==> config.mk <==
export PLATFORM = sky130hd
export DESIGN_NAME = evt_ctr_bank
export DESIGN_NICKNAME = d
export VERILOG_FILES = /design/src/rtl/evt_pkg.sv /design/src/rtl/evt_ctr_slice.sv /design/src/rtl/evt_cyc_ctr.sv /design/src/rtl/evt_ctr_bank.sv
export SDC_FILE = /design/constraint.sdc
export NUM_CORES = 2
export LEC_CHECK = 0
export ABC_CLOCK_PERIOD_IN_PS = 3800
export BUFFER_PORTS_ARGS = -buffer_cell sky130_fd_sc_hd__buf_2
export CAP_MARGIN = 15
export CORE_MARGIN = 2
export CORE_UTILIZATION = 44
export DETAILED_ROUTE_END_ITERATION = 10
export PLACE_DENSITY = 0.62
export SLEW_MARGIN = 20
export SYNTH_ARGS = -nofsm -noshare
export SYNTH_HDL_FRONTEND = slang
export SYNTH_SLANG_ARGS = --single-unit
==> constraint.sdc <==
create_clock -name clk -period 3.8 [get_ports clk]
set_input_delay 0.76 -clock clk [delete_from_list [all_inputs] [get_ports clk]]
set_output_delay 0.76 -clock clk [all_outputs]
set_load 0.005 [all_outputs]
==> src/rtl/evt_pkg.sv <==
package evt_pkg;
    localparam int SEL_W     = 6;
    localparam int TSEL_BASE = 19;
    localparam int BUS_W     = 32;
    localparam int ADDR_W    = 12;

    localparam logic [ADDR_W-1:0] OFS_CTRL    = 12'hC00;
    localparam logic [ADDR_W-1:0] OFS_STATE   = 12'hC04;
    localparam logic [ADDR_W-1:0] OFS_TSEL    = 12'hC08;
    localparam logic [ADDR_W-1:0] OFS_PRELOAD = 12'hC0C;
    localparam logic [ADDR_W-1:0] OFS_CYC_HI  = 12'hC10;
    localparam logic [ADDR_W-1:0] OFS_CYC_LO  = 12'hC14;
    localparam logic [ADDR_W-1:0] OFS_SEL0    = 12'hC68;
    localparam logic [ADDR_W-1:0] OFS_CNT0    = 12'hC78;

    localparam int CTRL_START = 0;
    localparam int CTRL_STOP  = 1;
    localparam int CTRL_CLEAR = 2;

    typedef struct packed {
        logic             en;
        logic [SEL_W-1:0] evt;
    } lane_t;
endpackage

==> src/rtl/evt_ctr_slice.sv <==
module evt_ctr_slice #(
    parameter int CTR_W   = 32,
    parameter int NUM_EVT = 64
) (
    input  logic                  clk,
    input  logic                  rst_n,
    input  logic                  run_i,
    input  logic                  clr_i,
    input  evt_pkg::lane_t        lane_i,
    input  logic [NUM_EVT-1:0]    evt_i,
    input  logic                  load_i,
    input  logic [CTR_W-1:0]      load_val_i,
    output logic [CTR_W-1:0]      cnt_o,
    output logic                  ovf_o
);
    localparam int EXT_W = 1 << evt_pkg::SEL_W;

    typedef struct packed {
        logic [CTR_W-1:0] cnt;
        logic             ovf;
    } slice_st_t;

    slice_st_t st_d, st_q;
    logic [EXT_W-1:0] evt_ext;
    logic hit;

    assign evt_ext = EXT_W'(evt_i);
    assign hit     = run_i && lane_i.en && evt_ext[lane_i.evt];

    always_comb begin
        st_d     = st_q;
        st_d.ovf = 1'b0;
        if (clr_i) begin
            st_d.cnt = '0;
        end else if (load_i) begin
            st_d.cnt = load_val_i;
        end else if (hit) begin
            st_d.cnt = st_q.cnt + CTR_W'(1);
            st_d.ovf = &st_q.cnt;
        end
    end

    always_ff @(posedge clk or negedge rst_n) begin
        if (!rst_n) st_q <= '0;
        else        st_q <= st_d;
    end

    assign cnt_o = st_q.cnt;
    assign ovf_o = st_q.ovf;

    // a wrap pulse always coincides with a counter reading zero
    assert_wrap_zero_R7: assert property (@(posedge clk) disable iff (!rst_n)
        ovf_o |-> (cnt_o == '0));

    // a preload lands unchanged on the next edge
    assert_preload_R8: assert property (@(posedge clk) disable iff (!rst_n)
        (load_i && !clr_i) |=> (cnt_o == $past(load_val_i)));

    // with the bank stopped and no load or clear, the count holds
    assert_hold_R3: assert property (@(posedge clk) disable iff (!rst_n)
        (!run_i && !load_i && !clr_i) |=> $stable(cnt_o));
endmodule

==> src/rtl/evt_cyc_ctr.sv <==
module evt_cyc_ctr #(
    parameter int CYC_W = 56
) (
    input  logic             clk,
    input  logic             rst_n,
    input  logic             run_i,
    input  logic             clr_i,
    output logic [CYC_W-1:0] cyc_o
);
    typedef struct packed {
        logic [CYC_W-1:0] cyc;
    } cyc_st_t;

    cyc_st_t st_d, st_q;

    always_comb begin
        st_d = st_q;
        if (clr_i)      st_d.cyc = '0;
        else if (run_i) st_d.cyc = st_q.cyc + CYC_W'(1);
    end

    always_ff @(posedge clk or negedge rst_n) begin
        if (!rst_n) st_q <= '0;
        else        st_q <= st_d;
    end

    assign cyc_o = st_q.cyc;

    // each running cycle adds exactly one, including the carry across the word split
    assert_cycle_step_R6: assert property (@(posedge clk) disable iff (!rst_n)
        (run_i && !clr_i) |=> (cyc_o == $past(cyc_o) + CYC_W'(1)));
endmodule

==> src/rtl/evt_ctr_bank.sv <==
module evt_ctr_bank #(
    parameter int NUM_CTR = 16,
    parameter int CTR_W   = 32,
    parameter int NUM_EVT = 64,
    parameter int CYC_W   = 56
) (
    input  logic                        clk,
    input  logic                        rst_n,
    input  logic                        reg_wr,
    input  logic [evt_pkg::ADDR_W-1:0]  reg_addr,
    input  logic [evt_pkg::BUS_W-1:0]   reg_wdata,
    output logic [evt_pkg::BUS_W-1:0]   reg_rdata,
    input  logic [NUM_EVT-1:0]          evt_in,
    output logic [NUM_CTR-1:0]          ovf_pulse
);
    import evt_pkg::*;

    localparam int LANES_PER_WORD = BUS_W / 8;
    localparam int NUM_SEL_WORDS  = (NUM_CTR + LANES_PER_WORD - 1) / LANES_PER_WORD;
    localparam int CYC_HI_W       = CYC_W - BUS_W;

    typedef struct packed {
        logic                      run;
        logic [7:0]                tsel;
        lane_t [NUM_CTR-1:0]       lanes;
    } bank_st_t;

    bank_st_t st_d, st_q;

    logic wr_ctrl, wr_tsel, wr_pre, clr, tsel_ok;
    logic [7:0] tsel_idx;
    logic [NUM_CTR-1:0] load;
    logic [CTR_W-1:0] cnt_w [NUM_CTR];
    logic [CYC_W-1:0] cyc_w;

    assign wr_ctrl  = reg_wr && (reg_addr == OFS_CTRL);
    assign wr_tsel  = reg_wr && (reg_addr == OFS_TSEL);
    assign wr_pre   = reg_wr && (reg_addr == OFS_PRELOAD);
    assign clr      = wr_ctrl && reg_wdata[CTRL_CLEAR];
    assign tsel_idx = st_q.tsel - 8'(TSEL_BASE);
    assign tsel_ok  = (st_q.tsel >= 8'(TSEL_BASE)) && (st_q.tsel < 8'(TSEL_BASE + NUM_CTR));

    always_comb begin
        st_d = st_q;
        if (wr_ctrl) begin
            if (reg_wdata[CTRL_CLEAR])     st_d.run = 1'b0;
            else if (reg_wdata[CTRL_STOP]) st_d.run = 1'b0;
            else if (reg_wdata[CTRL_START]) st_d.run = 1'b1;
        end
        if (wr_tsel) st_d.tsel = reg_wdata[7:0];
        for (int w = 0; w < NUM_SEL_WORDS; w++) begin
            if (reg_wr && reg_addr == OFS_SEL0 + ADDR_W'(4 * w)) begin
                for (int k = 0; k < LANES_PER_WORD; k++) begin
                    if (w * LANES_PER_WORD + k < NUM_CTR) begin
                        st_d.lanes[w * LANES_PER_WORD + k].en  = reg_wdata[8 * k + 7];
                        st_d.lanes[w * LANES_PER_WORD + k].evt = reg_wdata[8 * k +: SEL_W];
                    end
                end
            end
        end
    end

    always_ff @(posedge clk or negedge rst_n) begin
        if (!rst_n) st_q <= '0;
        else        st_q <= st_d;
    end

    for (genvar n = 0; n < NUM_CTR; n++) begin : g_ctr
        assign load[n] = wr_pre && tsel_ok && (tsel_idx == 8'(n));
        evt_ctr_slice #(.CTR_W(CTR_W), .NUM_EVT(NUM_EVT)) u_slice (
            .clk        (clk),
            .rst_n      (rst_n),
            .run_i      (st_q.run),
            .clr_i      (clr),
            .lane_i     (st_q.lanes[n]),
            .evt_i      (evt_in),
            .load_i     (load[n]),
            .load_val_i (CTR_W'(reg_wdata)),
            .cnt_o      (cnt_w[n]),
            .ovf_o      (ovf_pulse[n])
        );
    end

    evt_cyc_ctr #(.CYC_W(CYC_W)) u_cyc (
        .clk   (clk),
        .rst_n (rst_n),
        .run_i (st_q.run),
        .clr_i (clr),
        .cyc_o (cyc_w)
    );

    always_comb begin
        reg_rdata = '0;
        if (reg_addr == OFS_STATE)       reg_rdata = BUS_W'(st_q.run);
        else if (reg_addr == OFS_TSEL)   reg_rdata = BUS_W'(st_q.tsel);
        else if (reg_addr == OFS_CYC_HI) reg_rdata = BUS_W'(cyc_w[CYC_W-1 -: CYC_HI_W]);
        else if (reg_addr == OFS_CYC_LO) reg_rdata = cyc_w[BUS_W-1:0];
        for (int w = 0; w < NUM_SEL_WORDS; w++) begin
            if (reg_addr == OFS_SEL0 + ADDR_W'(4 * w)) begin
                for (int k = 0; k < LANES_PER_WORD; k++) begin
                    if (w * LANES_PER_WORD + k < NUM_CTR) begin
                        reg_rdata[8 * k +: 8] = {st_q.lanes[w * LANES_PER_WORD + k].en, 1'b0,
                                                 st_q.lanes[w * LANES_PER_WORD + k].evt};
                    end
                end
            end
        end
        for (int n = 0; n < NUM_CTR; n++) begin
            if (reg_addr == OFS_CNT0 + ADDR_W'(4 * n)) reg_rdata = BUS_W'(cnt_w[n]);
        end
    end

    // a clear leaves the bank stopped
    assert_clear_stops_R2: assert property (@(posedge clk) disable iff (!rst_n)
        clr |=> !st_q.run);

    // a plain start command sets the run state
    assert_start_R2: assert property (@(posedge clk) disable iff (!rst_n)
        (wr_ctrl && reg_wdata[CTRL_START] && !reg_wdata[CTRL_STOP] && !reg_wdata[CTRL_CLEAR])
        |=> st_q.run);

    // without a control write the run state cannot move
    assert_run_hold_R9: assert property (@(posedge clk) disable iff (!rst_n)
        !wr_ctrl |=> $stable(st_q.run));

    // at most one counter is targeted by a preload
    assert_one_load_R8: assert property (@(posedge clk) disable iff (!rst_n)
        $onehot0(load));
endmodule

Yosys cells after proc, flatten, opt, wreduce, memory -nomap -nowiden --
Index checks and enable logic that the tools add are counted.
Storage, ports and cells: input port bits 111, register bits after elaboration 705, logic and storage cells 379, output and inout port bits 48
Cells by class: $lt $le $gt $ge 18, equality and inequality tests 41, mux-type cells 141, reduce and logical (&&, ||, !) cells 94, add/subtract/negate cells 18
Operators with widths (number):
- 32-bit two-way mux | 56
- 33-bit two-way mux | 16
- 32-bit by 1-bit adder with 32-bit output (second input constant) | 16
- 32-bit AND reduction | 16
- 12-bit equality test (second input constant) | 26
- 6-bit by 7-bit less-than comparator with 1-bit output (second input constant) | 16
- 56-bit two-way mux | 2
- 1-bit binary-select mux with 6-bit select | 16
- 8-bit by 4-bit equality test with 1-bit output (second input constant) | 8
- 1-bit logical AND | 58
- 56-bit by 1-bit adder with 56-bit output (second input constant) | 1
- 1-bit two-way mux | 51
- 3-bit nonzero test | 17
- 8-bit by 3-bit equality test with 1-bit output (second input constant) | 4
- 8-bit by 2-bit equality test with 1-bit output (second input constant) | 2
- 8-bit by 1-bit equality test with 1-bit output (second input constant) | 1
- 8-bit by 5-bit >= comparator with 1-bit output (second input constant) | 1
- 8-bit logical NOT | 1
- 8-bit by 6-bit less-than comparator with 1-bit output (second input constant) | 1
- 8-bit by 5-bit subtractor with 8-bit output (second input constant) | 1
- 2-bit AND reduction | 1
- 2-bit nonzero test | 1

Longest topological paths before layout --
depth in word-level cells 25, depth in mapped cells 13, gate-level depth less buffers 9

Cells and area by module --
From an unflattened synthesis, not the netlist that was laid out.
Second synthesis, totals: cell total of the unflattened synthesis 6498, area total of the unflattened synthesis 61564.0 sq um
By module, submodules not included:
- evt_ctr_slice at g_ctr[0].u_slice ... | times used 13, cells each 306, seq. area each 825.8 sq um, area each 2989.1 sq um
- evt_ctr_bank | times used 1, cells each 1342, seq. area each 3027.9 sq um, area each 11623.6 sq um
- evt_ctr_slice at g_ctr[7].u_slice ... | times used 3, cells each 283, seq. area each 825.8 sq um, area each 2700.1 sq um
- evt_cyc_ctr | times used 1, cells each 329, seq. area each 1401.3 sq um, area each 2981.6 sq um

Least setup slack after synthesis --
OpenSTA, ideal clock, no wires.
path type input -> output, start in reg_addr[7] (netlist bit), end out reg_rdata[16] (netlist bit), cell stages on the path 10, arrival time 2.969 ns, path slack 0.071 ns, data required time 3.040 ns, path buffers 2, cells stage by stage or4b_2 -> clkbuf_1 -> nor4_1 -> buf_2 -> nand2_1 -> and3_1 -> o211ai_1 -> o221a_2 -> o21ai_0 -> a21oi_1
On the way: longest elaborated chain between the ends 25, elaborated cells between the ends (all ways) 48, classes of those cells eq/ne: 24; mux: 24
Ends and longest elaborated chain:
- start: declaration | line evt_ctr_bank.sv:10 | input logic [evt_pkg::ADDR_W-1:0] reg_addr,
- 12-bit equality test | line evt_ctr_bank.sv:97 | else if (reg_addr == OFS_CYC_LO) reg_rdata = cyc_w[BUS_W-1:0];
- 32-bit two-way mux | line evt_ctr_bank.sv:97
- 32-bit two-way mux | line evt_ctr_bank.sv:96 | else if (reg_addr == OFS_CYC_HI) reg_rdata = BUS_W'(cyc_w[CYC_W-1 -: CYC_HI_W]);
- 32-bit two-way mux | line evt_ctr_bank.sv:95 | else if (reg_addr == OFS_TSEL) reg_rdata = BUS_W'(st_q.tsel);
- 32-bit two-way mux | line evt_ctr_bank.sv:94 | if (reg_addr == OFS_STATE) reg_rdata = BUS_W'(st_q.run);
- 32-bit two-way mux (4 in series) | line evt_ctr_bank.sv:99 | if (reg_addr == OFS_SEL0 + ADDR_W'(4 * w)) begin
- 32-bit two-way mux (15 in series) | line evt_ctr_bank.sv:109 | if (reg_addr == OFS_CNT0 + ADDR_W'(4 * n)) reg_rdata = BUS_W'(cnt_w[n]);
- 32-bit two-way mux * | line evt_ctr_bank.sv:109
- end: declaration | line evt_ctr_bank.sv:12 | output logic [evt_pkg::BUS_W-1:0] reg_rdata,
Mark *: on every way between the ends. The rest lies on a longest branch, timed or not.

Worst setup path after layout --
start in reg_addr[5] (netlist bit), end out reg_rdata[21] (netlist bit)
The elaborated chain is that of the path after synthesis.

==> impl_results.html <==
<table>
<tr><th>Metric</th><th>Value</th></tr>
<tr><th colspan="2">Setup path</th></tr>
<tr><td>Worst Path Arrival</td><td>3470 ps</td></tr>
<tr><td>Kind of end point of the critical path</td><td>output port</td></tr>
<tr><td>Worst path max stage delay</td><td>560 ps</td></tr>
<tr><td>Cell repeated most along the worst path</td><td>sky130_fd_sc_hd__buf_6</td></tr>
<tr><td>Worst setup SP type</td><td>primary input</td></tr>
<tr><td>Endpoint of the worst-slack reg-to-reg timing path</td><td>g_ctr[9].u_slice.cnt_o[15]</td></tr>
<tr><td>Critical path start-end classification</td><td>primary input to output port</td></tr>
<tr><td>Max stage delay cell, worst path</td><td>sky130_fd_sc_hd__or4b_4</td></tr>
<tr><td>Required time at the endpoint of the critical path</td><td>3040 ps</td></tr>
<tr><td>Startpoint of the most critical setup path</td><td>reg_addr[5]</td></tr>
<tr><td>Buffer and inverter count on the worst path</td><td>5</td></tr>
<tr><td>Worst-case register-to-register setup slack</td><td>200 ps</td></tr>
<tr><td>Critical path peak fanout</td><td>5</td></tr>
<tr><td>Cell depth of the worst flop-to-flop path</td><td>9</td></tr>
<tr><td>Reg-to-Reg Start</td><td>st_q[63]</td></tr>
<tr><td>Critical Path, Cell by Cell</td><td>buf_8 &gt; or4b_4 &gt; buf_6 &gt; nor2_4 &gt; buf_6 &gt; buf_4 &gt; a22oi_1 &gt; o21ai_1 &gt; a2111o_1 &gt; o221ai_2 &gt; a211oi_2 &gt; o22a_1 &gt; buf_2</td></tr>
<tr><td>Family of cells with the greatest summed delay on the critical path</td><td>compound AO/OA/AOI/OAI gates</td></tr>
<tr><th colspan="2">Place</th></tr>
<tr><td>IO buf count</td><td>158</td></tr>
<tr><td>Gp weighted congestion</td><td>1.14</td></tr>
<tr><td>Detailed-placement wirelength estimate</td><td>194000 microns</td></tr>
<tr><td>Placement-stage cell area</td><td>59000 sq um</td></tr>
<tr><td>Total placed cells including tap cells</td><td>7688</td></tr>
<tr><th colspan="2">STA</th></tr>
<tr><td>Number of hold violations in the final report</td><td>0</td></tr>
<tr><td>Worst Tran Pin Value</td><td>1310 ps</td></tr>
<tr><td>Count of pins over their slew limit</td><td>0</td></tr>
<tr><td>Final worst-path setup slack</td><td>-428 ps</td></tr>
<tr><td>Final count of negative-setup-slack endpoints</td><td>32</td></tr>
<tr><td>Share of the cycle needed by the critical path after routing</td><td>111%</td></tr>
<tr><td>Worst relative slew slack</td><td>12.8%</td></tr>
<tr><td>Unrepaired setup endpoints after global routing</td><td>true</td></tr>
<tr><td>Top achievable clock speed</td><td>237 MHz</td></tr>
<tr><td>Final period demand of the worst path</td><td>4230 ps</td></tr>
<tr><td>Fin Clk Skew</td><td>41.6 ps</td></tr>
<tr><th colspan="2">Finish</th></tr>
<tr><td>Layout cell share with drive strength beyond 1</td><td>28.6%</td></tr>
<tr><td>Layout-stage area growth over the synthesis result</td><td>25.9%</td></tr>
<tr><td>Sequential cell area in the final layout</td><td>17600 sq um</td></tr>
<tr><td>Number of nets in the final layout</td><td>6466</td></tr>
<tr><td>Post-route design area</td><td>66000 sq um</td></tr>
<tr><td>Highest-count cells in the layout ignoring fill and taps</td><td>sky130_fd_sc_hd__dfrtp_1, sky130_fd_sc_hd__buf_4, sky130_fd_sc_hd__o21ai_0</td></tr>
<tr><td>Area of combinational cells with multiple inputs</td><td>34800 sq um</td></tr>
<tr><td>Final instance count without filler cells</td><td>7959</td></tr>
<tr><td>Filler cell count in the final layout</td><td>10.4k</td></tr>
<tr><td>Commonest non-fill, non-tap cell in the layout</td><td>sky130_fd_sc_hd__dfrtp_1</td></tr>
<tr><th colspan="2">Die</th></tr>
<tr><td>Y dimension of the die</td><td>349 microns</td></tr>
<tr><td>Core Box Area</td><td>118000 sq um</td></tr>
<tr><td>Rows</td><td>126</td></tr>
<tr><td>Number of placed I/O pins</td><td>159</td></tr>
<tr><td>Die outline area</td><td>122000 sq um</td></tr>
<tr><td>Die X-Extent</td><td>349 microns</td></tr>
<tr><td>Starting density of the core</td><td>44.4%</td></tr>
<tr><th colspan="2">Pwr</th></tr>
<tr><td>Max VDD drop</td><td>0.305 mV</td></tr>
<tr><td>Total power density per cell area</td><td>276 nW/um^2</td></tr>
<tr><td>Leakage power summed over all cells</td><td>0.0266 uW</td></tr>
<tr><th colspan="2">Clock tree</th></tr>
<tr><td>Maximum clock insertion buffer count</td><td>3</td></tr>
<tr><td>Clock Latency Late Sink</td><td>700 ps</td></tr>
<tr><td>Cts bufs inserted</td><td>85</td></tr>
<tr><td>Sinks on the clock net</td><td>705</td></tr>
<tr><td>CTS HTree Levels</td><td>3</td></tr>
<tr><td>Clock-pin slew on the worst setup and hold paths</td><td>60 ps</td></tr>
<tr><td>Cell at the root of the clock tree</td><td>sky130_fd_sc_hd__clkbuf_16</td></tr>
<tr><td>CTS tree</td><td>yes</td></tr>
<tr><th colspan="2">Synth</th></tr>
<tr><td>Cell variety after synth</td><td>87</td></tr>
<tr><td>Commonest register cell after synthesis</td><td>sky130_fd_sc_hd__dfrtp_1</td></tr>
<tr><td>Yosys top cell by area</td><td>sky130_fd_sc_hd__dfrtp_1</td></tr>
<tr><td>Mapped Area</td><td>52400 sq um</td></tr>
<tr><td>Async set or reset register ratio after synthesis</td><td>100%</td></tr>
<tr><td>Warning count from the yosys run</td><td>0</td></tr>
<tr><td>EDFF count, synth</td><td>0</td></tr>
<tr><td>Top cell type's share of synthesized area</td><td>33.6%</td></tr>
<tr><td>Synthesized netlist net count</td><td>6007</td></tr>
<tr><td>Top post-synthesis cells by area</td><td>sky130_fd_sc_hd__dfrtp_1, sky130_fd_sc_hd__mux4_2, sky130_fd_sc_hd__o21ai_0</td></tr>
<tr><td>Sequential fraction of the synthesis area</td><td>33.6%</td></tr>
<tr><td>Post-Syn Area per Cell</td><td>8.92 sq um</td></tr>
<tr><td>Number of storage elements in the synthesis netlist</td><td>705</td></tr>
<tr><td>Gate count after technology mapping</td><td>5879</td></tr>
<tr><th colspan="2">Worst hold path</th></tr>
<tr><td>Path class of the lowest-slack min-delay path</td><td>flip-flop to flip-flop</td></tr>
<tr><td>End point of the worst hold path</td><td>st_q[7]</td></tr>
<tr><td>Hold path startpoint</td><td>st_q[7]</td></tr>
<tr><td>Count of cells along the worst hold path</td><td>1</td></tr>
<tr><th colspan="2">Detailed routing</th></tr>
<tr><td>Iteration-0 DRC count of the detailed router</td><td>9997</td></tr>
<tr><td>Via count of the routed design</td><td>56.1k</td></tr>
<tr><td>Residual DRC</td><td>0</td></tr>
<tr><td>First-pass DRT Iterations</td><td>9</td></tr>
<tr><td>Detail-routed via count per cell</td><td>7.05</td></tr>
<tr><td>Antenna violation net count after detailed routing</td><td>0</td></tr>
<tr><td>Final routed wirelength across all metal layers</td><td>271000 microns</td></tr>
<tr><td>Drt wl/cell</td><td>34.0 microns</td></tr>
<tr><th colspan="2">Global route</th></tr>
<tr><td>Number of global-route vias before repair</td><td>51.3k</td></tr>
<tr><td>Total track usage</td><td>43.3%</td></tr>
<tr><td>Number of antenna violations at the first check in global routing</td><td>23</td></tr>
<tr><td>Remaining global-route overflow</td><td>0</td></tr>
<tr><td>Global-route wire length before repair</td><td>382000 microns</td></tr>
<tr><td>Largest net degree at the start of global routing</td><td>150</td></tr>
<tr><th colspan="2">Outcome</th></tr>
<tr><td>Failing checks</td><td>setup timing</td></tr>
<tr><td>Status</td><td>complete, but fails checks</td></tr>
<tr><th colspan="2">Run</th></tr>
<tr><td>Number of violations of the max-capacitance limit</td><td>0</td></tr>
</table>
## report_power, final
part           internal (uW)  switching, uW  leakage, uW
registers               7600            188      0.00916
clock network           5000           3570      0.00143
logic                    631           1260       0.0160
## synth_stat cells (13+ instances only)
cell type / n
sky130_fd_sc_hd__o22ai_1: 98
sky130_fd_sc_hd__a222oi_1: 23
sky130_fd_sc_hd__and3_1: 156
sky130_fd_sc_hd__a211oi_1: 23
sky130_fd_sc_hd__a22o_1: 27
sky130_fd_sc_hd__mux2_2: 136
sky130_fd_sc_hd__mux2i_1: 133
sky130_fd_sc_hd__ha_1: 17
sky130_fd_sc_hd__a22oi_1: 80
sky130_fd_sc_hd__xor2_1: 249
sky130_fd_sc_hd__mux4_2: 242
sky130_fd_sc_hd__nand2b_1: 17
sky130_fd_sc_hd__and4_1: 46
sky130_fd_sc_hd__a2111oi_0: 20
sky130_fd_sc_hd__o221ai_1: 13
sky130_fd_sc_hd__and2_1: 46
sky130_fd_sc_hd__nand3_1: 259
sky130_fd_sc_hd__dfrtp_1: 705
sky130_fd_sc_hd__nor3_1: 157
sky130_fd_sc_hd__a21oi_1: 544
sky130_fd_sc_hd__or2_2: 13
sky130_fd_sc_hd__o21ai_0: 588
sky130_fd_sc_hd__a221oi_1: 35
sky130_fd_sc_hd__nand2_1: 377
sky130_fd_sc_hd__o2111ai_1: 17
sky130_fd_sc_hd__buf_4: 23
sky130_fd_sc_hd__o211ai_1: 23
sky130_fd_sc_hd__a31oi_1: 32
sky130_fd_sc_hd__inv_1: 96
sky130_fd_sc_hd__nor4_1: 68
sky130_fd_sc_hd__buf_1: 29
sky130_fd_sc_hd__nand3b_1: 15
sky130_fd_sc_hd__clkbuf_1: 459
sky130_fd_sc_hd__o31ai_1: 14
sky130_fd_sc_hd__nor2_1: 364
sky130_fd_sc_hd__or4_1: 13
sky130_fd_sc_hd__nor3b_1: 16
sky130_fd_sc_hd__or3_1: 28
sky130_fd_sc_hd__nor2b_1: 48
sky130_fd_sc_hd__xnor2_1: 277
sky130_fd_sc_hd__nand4_1: 136
sky130_fd_sc_hd__buf_2: 63
## final cells by class
cell class,instances,area share [%]
inverter,97,0.551
sequential,705,26.7
clock inverter,22,0.305
clock buffer,134,4.08
tap,1536,2.91
antenna,16,0.0606
multi-input combinational,4499,52.8
timing repair buffer,950,12.6
## kinds of logic after synthesis
kind of cell | Yosys count | share of synthesized area, %
buf+inv | 675 | 5.19
fa+ha+maj | 17 | 0.406
compound gates | 1633 | 18.4
xor+xnor | 526 | 8.78
mux | 511 | 15.9
flops | 705 | 33.6
simple gates | 1812 | 17.8
## per-layer routing
| metal | GRT usage, % | wire length, microns | vias up |
|---|---|---|---|
| met5 | 0 | 72 | - |
| met4 | 22.7 | 18500 | 8 |
| met3 | 14.8 | 42500 | 980 |
| met2 | 59.9 | 109000 | 4807 |
| met1 | 59.4 | 101000 | 27500 |
| li1 | - | - | 22800 |
## worst max path at each step
stage / slack [ps] / to / cells past startpoint
detailed placement: -1050 / reg_rdata[10] / 14
floorplan: 70 / reg_rdata[16] / 10
CTS: -350 / reg_rdata[30] / 14
global route: -400 / reg_rdata[6] / 10
global placement: -1080 / reg_rdata[10] / 16
finish: -430 / reg_rdata[21] / 13
## metrics by stage
step           utilization (%)  hold slack [ps]  setup slack (ps)  power [uW]  TNS (ps)
2_1_floorplan                -              464              70.9        8560         0
3_3_place_gp              50.0              490             -1080        9590    -40190
3_5_place_dp              50.0              499             -1050        9600    -36900
4_1_cts                   54.5              513              -348       18100     -6340
5_1_grt                   55.9              533              -398       18600     -7440
6_report                  55.9              516              -428       18200     -7610
## what timing repair did
item / in CTS / in global routing
pin swaps: 98 / 131
setup buffers: 60 / 71
hold buffers: 1 / 0
cloned: 8 / 1
gates resized for setup: 431 / 248
endpoints found under the setup margin: 32 / 32
endpoints found under the hold margin: 1 / 0
## registers in the layout, summed over array words and instances (netlist names)
| register | cells |
|---|---|
| g_ctr.u_slice.cnt_o | 512 |
| st_q | 121 |
| u_cyc.cyc_o | 56 |
| g_ctr.u_slice.ovf_o | 16 |
(Power assumes the default switching activity.)
